==> src/rtl/dma_seq_pkg.sv <==
package dma_seq_pkg;

  localparam int SEL_W = 3;
  localparam int UL_W  = 5;

  typedef enum logic [1:0] {
    MODE_UNIT    = 2'b00,
    MODE_SEQ     = 2'b01,
    MODE_RSVD    = 2'b10,
    MODE_NONSTOP = 2'b11
  } mode_e;

  function automatic logic [UL_W-1:0] unit_bytes(input logic [SEL_W-1:0] sel);
    unique case (sel)
      3'd0:    unit_bytes = UL_W'(1);
      3'd1:    unit_bytes = UL_W'(2);
      3'd2:    unit_bytes = UL_W'(4);
      3'd3:    unit_bytes = UL_W'(8);
      default: unit_bytes = UL_W'(16);
    endcase
  endfunction

endpackage

==> src/rtl/dma_seq_chan.sv <==
module dma_seq_chan #(
  parameter int CNT_W = 16
) (
  input  logic             clk_i,
  input  logic             rst_ni,
  input  logic             req_i,
  input  logic             ld_i,
  input  logic [CNT_W-1:0] ld_val_i,
  input  logic             dec_i,
  input  logic             grant_i,
  input  logic             set_seq_i,
  output logic [CNT_W-1:0] cnt_o,
  output logic             last_o,
  output logic             elig_o
);

  logic [CNT_W-1:0] cnt_q;
  logic             req_lat_q;
  logic             seq_pend_q;
  logic             empty;
  logic             finishing;

  assign empty     = (cnt_q == '0);
  assign last_o    = (cnt_q == CNT_W'(1));
  assign finishing = dec_i && last_o;

  always_ff @(posedge clk_i or negedge rst_ni) begin
    if (!rst_ni) begin
      cnt_q <= '0;
    end else if (ld_i && empty) begin
      cnt_q <= ld_val_i;
    end else if (dec_i) begin
      cnt_q <= cnt_q - CNT_W'(1);
    end
  end

  // request memory: cleared at completion, new request beats grant clear
  always_ff @(posedge clk_i or negedge rst_ni) begin
    if (!rst_ni) begin
      req_lat_q <= 1'b0;
    end else if (finishing) begin
      req_lat_q <= 1'b0;
    end else if (req_i && !empty) begin
      req_lat_q <= 1'b1;
    end else if (grant_i) begin
      req_lat_q <= 1'b0;
    end
  end

  // sequential continuation survives preemption until count hits zero
  always_ff @(posedge clk_i or negedge rst_ni) begin
    if (!rst_ni) begin
      seq_pend_q <= 1'b0;
    end else if (finishing) begin
      seq_pend_q <= 1'b0;
    end else if (set_seq_i) begin
      seq_pend_q <= 1'b1;
    end
  end

  assign cnt_o  = cnt_q;
  assign elig_o = (req_lat_q || seq_pend_q) && !empty && !finishing;

endmodule

==> src/rtl/dma_seq_arb.sv <==
module dma_seq_arb #(
  parameter int NUM_CH = 4,
  parameter int CH_W   = 2
) (
  input  logic [NUM_CH-1:0] req_i,
  output logic [NUM_CH-1:0] gnt_o,
  output logic [CH_W-1:0]   idx_o,
  output logic              vld_o
);

  always_comb begin
    idx_o = '0;
    vld_o = 1'b0;
    for (int i = NUM_CH - 1; i >= 0; i--) begin
      if (req_i[i]) begin
        idx_o = CH_W'(i);
        vld_o = 1'b1;
      end
    end
  end

  always_comb begin
    gnt_o = '0;
    if (vld_o) gnt_o[idx_o] = 1'b1;
  end

endmodule

==> src/rtl/dma_seq_top.sv <==
module dma_seq_top
  import dma_seq_pkg::*;
#(
  parameter int NUM_CH = 4,
  parameter int CNT_W  = 16,
  localparam int CH_W  = (NUM_CH > 1) ? $clog2(NUM_CH) : 1
) (
  input  logic                    clk_i,
  input  logic                    rst_ni,
  input  logic [NUM_CH-1:0]       req_i,
  input  logic [NUM_CH-1:0]       cnt_ld_i,
  input  logic [CNT_W-1:0]        cnt_ld_val_i,
  input  logic [2*NUM_CH-1:0]     mode_i,
  input  logic [SEL_W*NUM_CH-1:0] size_i,
  output logic                    beat_o,
  output logic [CH_W-1:0]         beat_ch_o,
  output logic [NUM_CH-1:0]       done_o,
  output logic [CNT_W*NUM_CH-1:0] cnt_o
);

  logic            busy_q;
  logic [CH_W-1:0] cur_q;
  logic [UL_W-1:0] ul_q;

  logic [NUM_CH-1:0] dec;
  logic [NUM_CH-1:0] last;
  logic [NUM_CH-1:0] elig;
  logic [NUM_CH-1:0] gnt_sel;
  logic [NUM_CH-1:0] grant;
  logic [NUM_CH-1:0] set_seq;
  logic [CH_W-1:0]   win_idx;
  logic              win_vld;

  mode_e cur_mode;
  logic  cur_last;
  logic  unit_end;
  logic  arb_en;

  for (genvar g = 0; g < NUM_CH; g++) begin : g_chan
    assign dec[g]     = busy_q && (cur_q == CH_W'(g));
    assign set_seq[g] = grant[g] && (mode_e'(mode_i[2*g +: 2]) == MODE_SEQ);

    dma_seq_chan #(
      .CNT_W(CNT_W)
    ) u_chan (
      .clk_i    (clk_i),
      .rst_ni   (rst_ni),
      .req_i    (req_i[g]),
      .ld_i     (cnt_ld_i[g]),
      .ld_val_i (cnt_ld_val_i),
      .dec_i    (dec[g]),
      .grant_i  (grant[g]),
      .set_seq_i(set_seq[g]),
      .cnt_o    (cnt_o[g*CNT_W +: CNT_W]),
      .last_o   (last[g]),
      .elig_o   (elig[g])
    );
  end

  dma_seq_arb #(
    .NUM_CH(NUM_CH),
    .CH_W  (CH_W)
  ) u_arb (
    .req_i(elig),
    .gnt_o(gnt_sel),
    .idx_o(win_idx),
    .vld_o(win_vld)
  );

  assign cur_mode = mode_e'(mode_i[cur_q*2 +: 2]);
  assign cur_last = last[cur_q];
  assign unit_end = busy_q && ((ul_q == UL_W'(1)) || cur_last);
  // non-stop holder blocks arbitration until its final beat
  assign arb_en   = !busy_q || (unit_end && (cur_last || (cur_mode != MODE_NONSTOP)));
  assign grant    = arb_en ? gnt_sel : '0;

  always_ff @(posedge clk_i or negedge rst_ni) begin
    if (!rst_ni) begin
      busy_q <= 1'b0;
      cur_q  <= '0;
      ul_q   <= '0;
    end else if (arb_en) begin
      busy_q <= win_vld;
      if (win_vld) begin
        cur_q <= win_idx;
        ul_q  <= unit_bytes(size_i[win_idx*SEL_W +: SEL_W]);
      end
    end else if (busy_q) begin
      if (unit_end) ul_q <= unit_bytes(size_i[cur_q*SEL_W +: SEL_W]);
      else          ul_q <= ul_q - UL_W'(1);
    end
  end

  assign beat_o    = busy_q;
  assign beat_ch_o = cur_q;
  assign done_o    = dec & last;

endmodule

==> config.mk <==
export PLATFORM = sky130hd
export DESIGN_NAME = dma_seq_top
export DESIGN_NICKNAME = d
export VERILOG_FILES = /design/src/rtl/dma_seq_pkg.sv /design/src/rtl/dma_seq_chan.sv /design/src/rtl/dma_seq_arb.sv /design/src/rtl/dma_seq_top.sv
export SDC_FILE = /design/constraint.sdc
export NUM_CORES = 1
export LEC_CHECK = 0
export BUFFER_PORTS_ARGS = -buffer_cell sky130_fd_sc_hd__buf_2
export CORE_MARGIN = 2
export CORE_UTILIZATION = 59
export DETAILED_ROUTE_END_ITERATION = 10
export GPL_ROUTABILITY_DRIVEN = 0
export GPL_TIMING_DRIVEN = 1
export PLACE_DENSITY = 0.93
export SYNTH_ARGS = -nofsm -noshare
export SYNTH_HDL_FRONTEND = slang
export SYNTH_SLANG_ARGS = --single-unit
==> constraint.sdc <==
create_clock -name clk_i -period 8.25 [get_ports clk_i]
set_input_delay 1.65 -clock clk_i [delete_from_list [all_inputs] [get_ports clk_i]]
set_output_delay 1.65 -clock clk_i [all_outputs]
set_load 0.02 [all_outputs]
==> metrics <==
status=complete, no violations; Final Max Slew Viols=0; Post-Synthesis Cells=~570; drc violations=0; clk sinks=80; Initial DRT Pass Iterations=5; Comb pwr share=0.393; Fin. Hold Viols=0; total number of vias=4925; Starting Density=0.603; Leak=2.10 nW; fmax=0.240 GHz; layout overhead on the synthesized area=16.8%; warnings from Yosys=0; Crit Path Category=reg -> out; min Tclk post-route=4.17 ns; Remaining Overflow, GRT=0; Switching Power=0.648 mW; Synth async-reset ratio=1.00; core area=8130 sq um; critical path peak fanout=7; sequential area share after synthesis=0.408; die area=9060 sq um; # diodes=0; Routed met2 length=7110 um; FF/Latch Area=2000 sq um; layout cells sized above 1=0.223; Filler cells=610; Sw Share=0.417; hold path startpoint=g_chan[3].u_chan.seq_pend_q; CTS tree=yes; Buffers & Inverters on Critical Path=1; initial antenna violation count=0; post-synthesis register bit count=80; H-Tree Depth=3; Worst Hold Class=reg -> reg; Clock Skew=between 0.01 and 0.015 ns; total track usage=0.324; Largest delay share family, worst path=simple AND/OR/NAND/NOR gates; Final nets=723; reg2reg start=beat_ch_o[0]; CP Cell Sequence=or4_4 -> or3_1 -> nor4_1 -> buf_2; Worst EP arrival=2.52 ns; PwrDens=271 nW/um^2; fin crit share=0.505; Max Root-Sink Buffers=2; WL met3=1250 um; Clock Pin Slew Worst Setup and Hold Paths=0.08 ns; Syn Nets=624; top layer in use=met4; Post-CTS Setup Repair Bufs=0; Final Setup Violations=0; drt initial violations=528; Worst Tran Pin Value=approximately 1.1 ns; Peak VDD IR=0.137 mV; synthesized area=4910 sq um; clk root buf=clkbuf_8; first-pass GRT wire length=22400 um; cts bufs inserted=9; Via density=6.34; number of synthesized flops with an enable pin=0; Critical Path Start=g_chan[1].u_chan.cnt_o[8]; PortBufs=116; Setup TNS=0 ns; width of the die=95.2 um; Tot Pwr=1.55 mW; average size of a mapped cell=approximately 8.6 sq um; clk_lat worst skew=0.36 ns; RSZ-0062 raised after global routing=no; startpoint class of the critical path=register; max_cap viols=0; Site Rows=33; required time worst endpoint=6.60 ns; drt wl/cell=18.8 um; slowest cell on the critical path=or4_4; maximum number of pins on one net before global-route repair=81; ys flop type=dfrtp_1; Met1 Wirelength=5660 um; Antenna Nets Post-Route=0; Critical Path End Type=primary output; vias in the first global route=4571; Int Power=0.906 mW; max incr delay on CP=0.56 ns; cts hold-fix bufs=0; CTS resizes=0; Rel. slew slack=0.276; footprint of the multi-input gates=2710 sq um; final WL=14600 um; sequential share of power=0.387; post-detail-place hpwl=10500 um; Netlist cell types=60; Clock power frac=0.220; io pins=117; die span in y=95.2 um; utilization after layout=0.705
tightest hold or removal path: stages, from the launching register on:
cell and delay [ns]:
dfrtp_1 0.37, a41oi_1 0.05, nor2_1 0.08
final timing paths:
path | end | cells after the start | slack [ns]
max | done_o[1] | 4 | 4.08
min | g_chan[3].u_chan.seq_pend_q | 2 | 0.53
max reg2reg | ul_q[2] | 7 | 4.67
min reg2reg | g_chan[3].u_chan.seq_pend_q | 2 | 0.53
max in group asynchronous | g_chan[3].u_chan.seq_pend_q | 1 | 6.12
min in group asynchronous | g_chan[1].u_chan.cnt_o[2] | 1 | 1.46
flip-flops by register name, indices dropped and copies added (netlist names):
| name | cells |
|---|---|
| beat_ch_o | 2 |
| beat_o | 1 |
| g_chan.u_chan.cnt_o | 64 |
| g_chan.u_chan.seq_pend_q | 4 |
| ul_q | 5 |
| g_chan.u_chan.req_lat_q | 4 |
cell families after synthesis:
| group | Yosys count | share of synthesized area |
|---|---|---|
| adders and majority gates | 10 | 0.0255 |
| AOI/OAI and AO/OA | 130 | 0.161 |
| xor gates and xnor gates | 53 | 0.0946 |
| buffers and inverters | 45 | 0.0393 |
| DFF | 80 | 0.408 |
| muxes | 7 | 0.0224 |
| and+or+nand+nor | 243 | 0.250 |
power by group through the flow:
stage	Combinational (mW)	Sequential (mW)	Clock, mW
finish	0.611	0.601	0.342
floorplan	0.362	0.640	0
global placement	0.571	0.592	0
global route	0.665	0.613	0.356
CTS	0.604	0.595	0.340
detailed placement	0.597	0.600	0
layout by cell type (no fill, tap or decap), types with 3 or more instances in the layout:
cell and count:
a21oi_1 43, ha_1 10, a31oi_1 4, buf_2 115, and3_1 5, dfrtp_1 80
o31ai_1 5, nor3_1 22, mux4_2 3, clkbuf_8 11, o32a_1 3, xnor2_1 41
or3_1 11, a22oi_1 6, nand3_1 16, nor3b_1 4, nand2_1 59, xor2_1 12
o21a_1 3, o21ai_0 44, nor2_1 73, inv_1 17, o221ai_1 4, or4_1 10
nand2b_1 3, nor4_1 16, nand3b_1 4
Yosys cell counts (6+ instances only):
cell / count / area, sq um
dfrtp_1: 80 / 2000
nor2_1: 73 / 274
nand2_1: 59 / 221
o21ai_0: 44 / 220
a21oi_1: 43 / 215
xnor2_1: 41 / 359
nor3_1: 22 / 110
clkbuf_1: 21 / 78.8
inv_1: 17 / 63.8
nand3_1: 16 / 80.1
nor4_1: 16 / 100
xor2_1: 12 / 105
or3_1: 11 / 68.8
ha_1: 10 / 125
or4_1: 10 / 75.1
a22oi_1: 6 / 45.0
area by class of cell:
type / instances / share of cell area
multi-input combinational: 443 / 0.473
sequential: 80 / 0.349
inverter: 17 / 0.0111
clock buffer: 11 / 0.0264
timing repair buffer: 116 / 0.102
tap: 105 / 0.0229
clock inverter: 5 / 0.0153
per-layer routing:
layer	GRT usage	vias to the layer above
met3	0.0466	55
li1	-	2234
met2	0.533	317
met1	0.420	2319
met4	0.159	0
met5	0	-
through the flow:
| stage | setup WS, ns | cells | hold slack, ns | cell area (sq um) |
|---|---|---|---|---|
| finish | 4.08 | 777 | 0.533 | 5730 |
| global route | 3.98 | 777 | 0.564 | 5730 |
| CTS | 4.10 | 777 | 0.530 | 5730 |
| detailed placement | 4.49 | 761 | 0.513 | 5490 |
| global placement | 4.53 | 761 | 0.492 | 5490 |
| floorplan | 4.51 | 568 | 0.467 | 4910 |
Note: power is estimated with default switching activity, not from simulation.
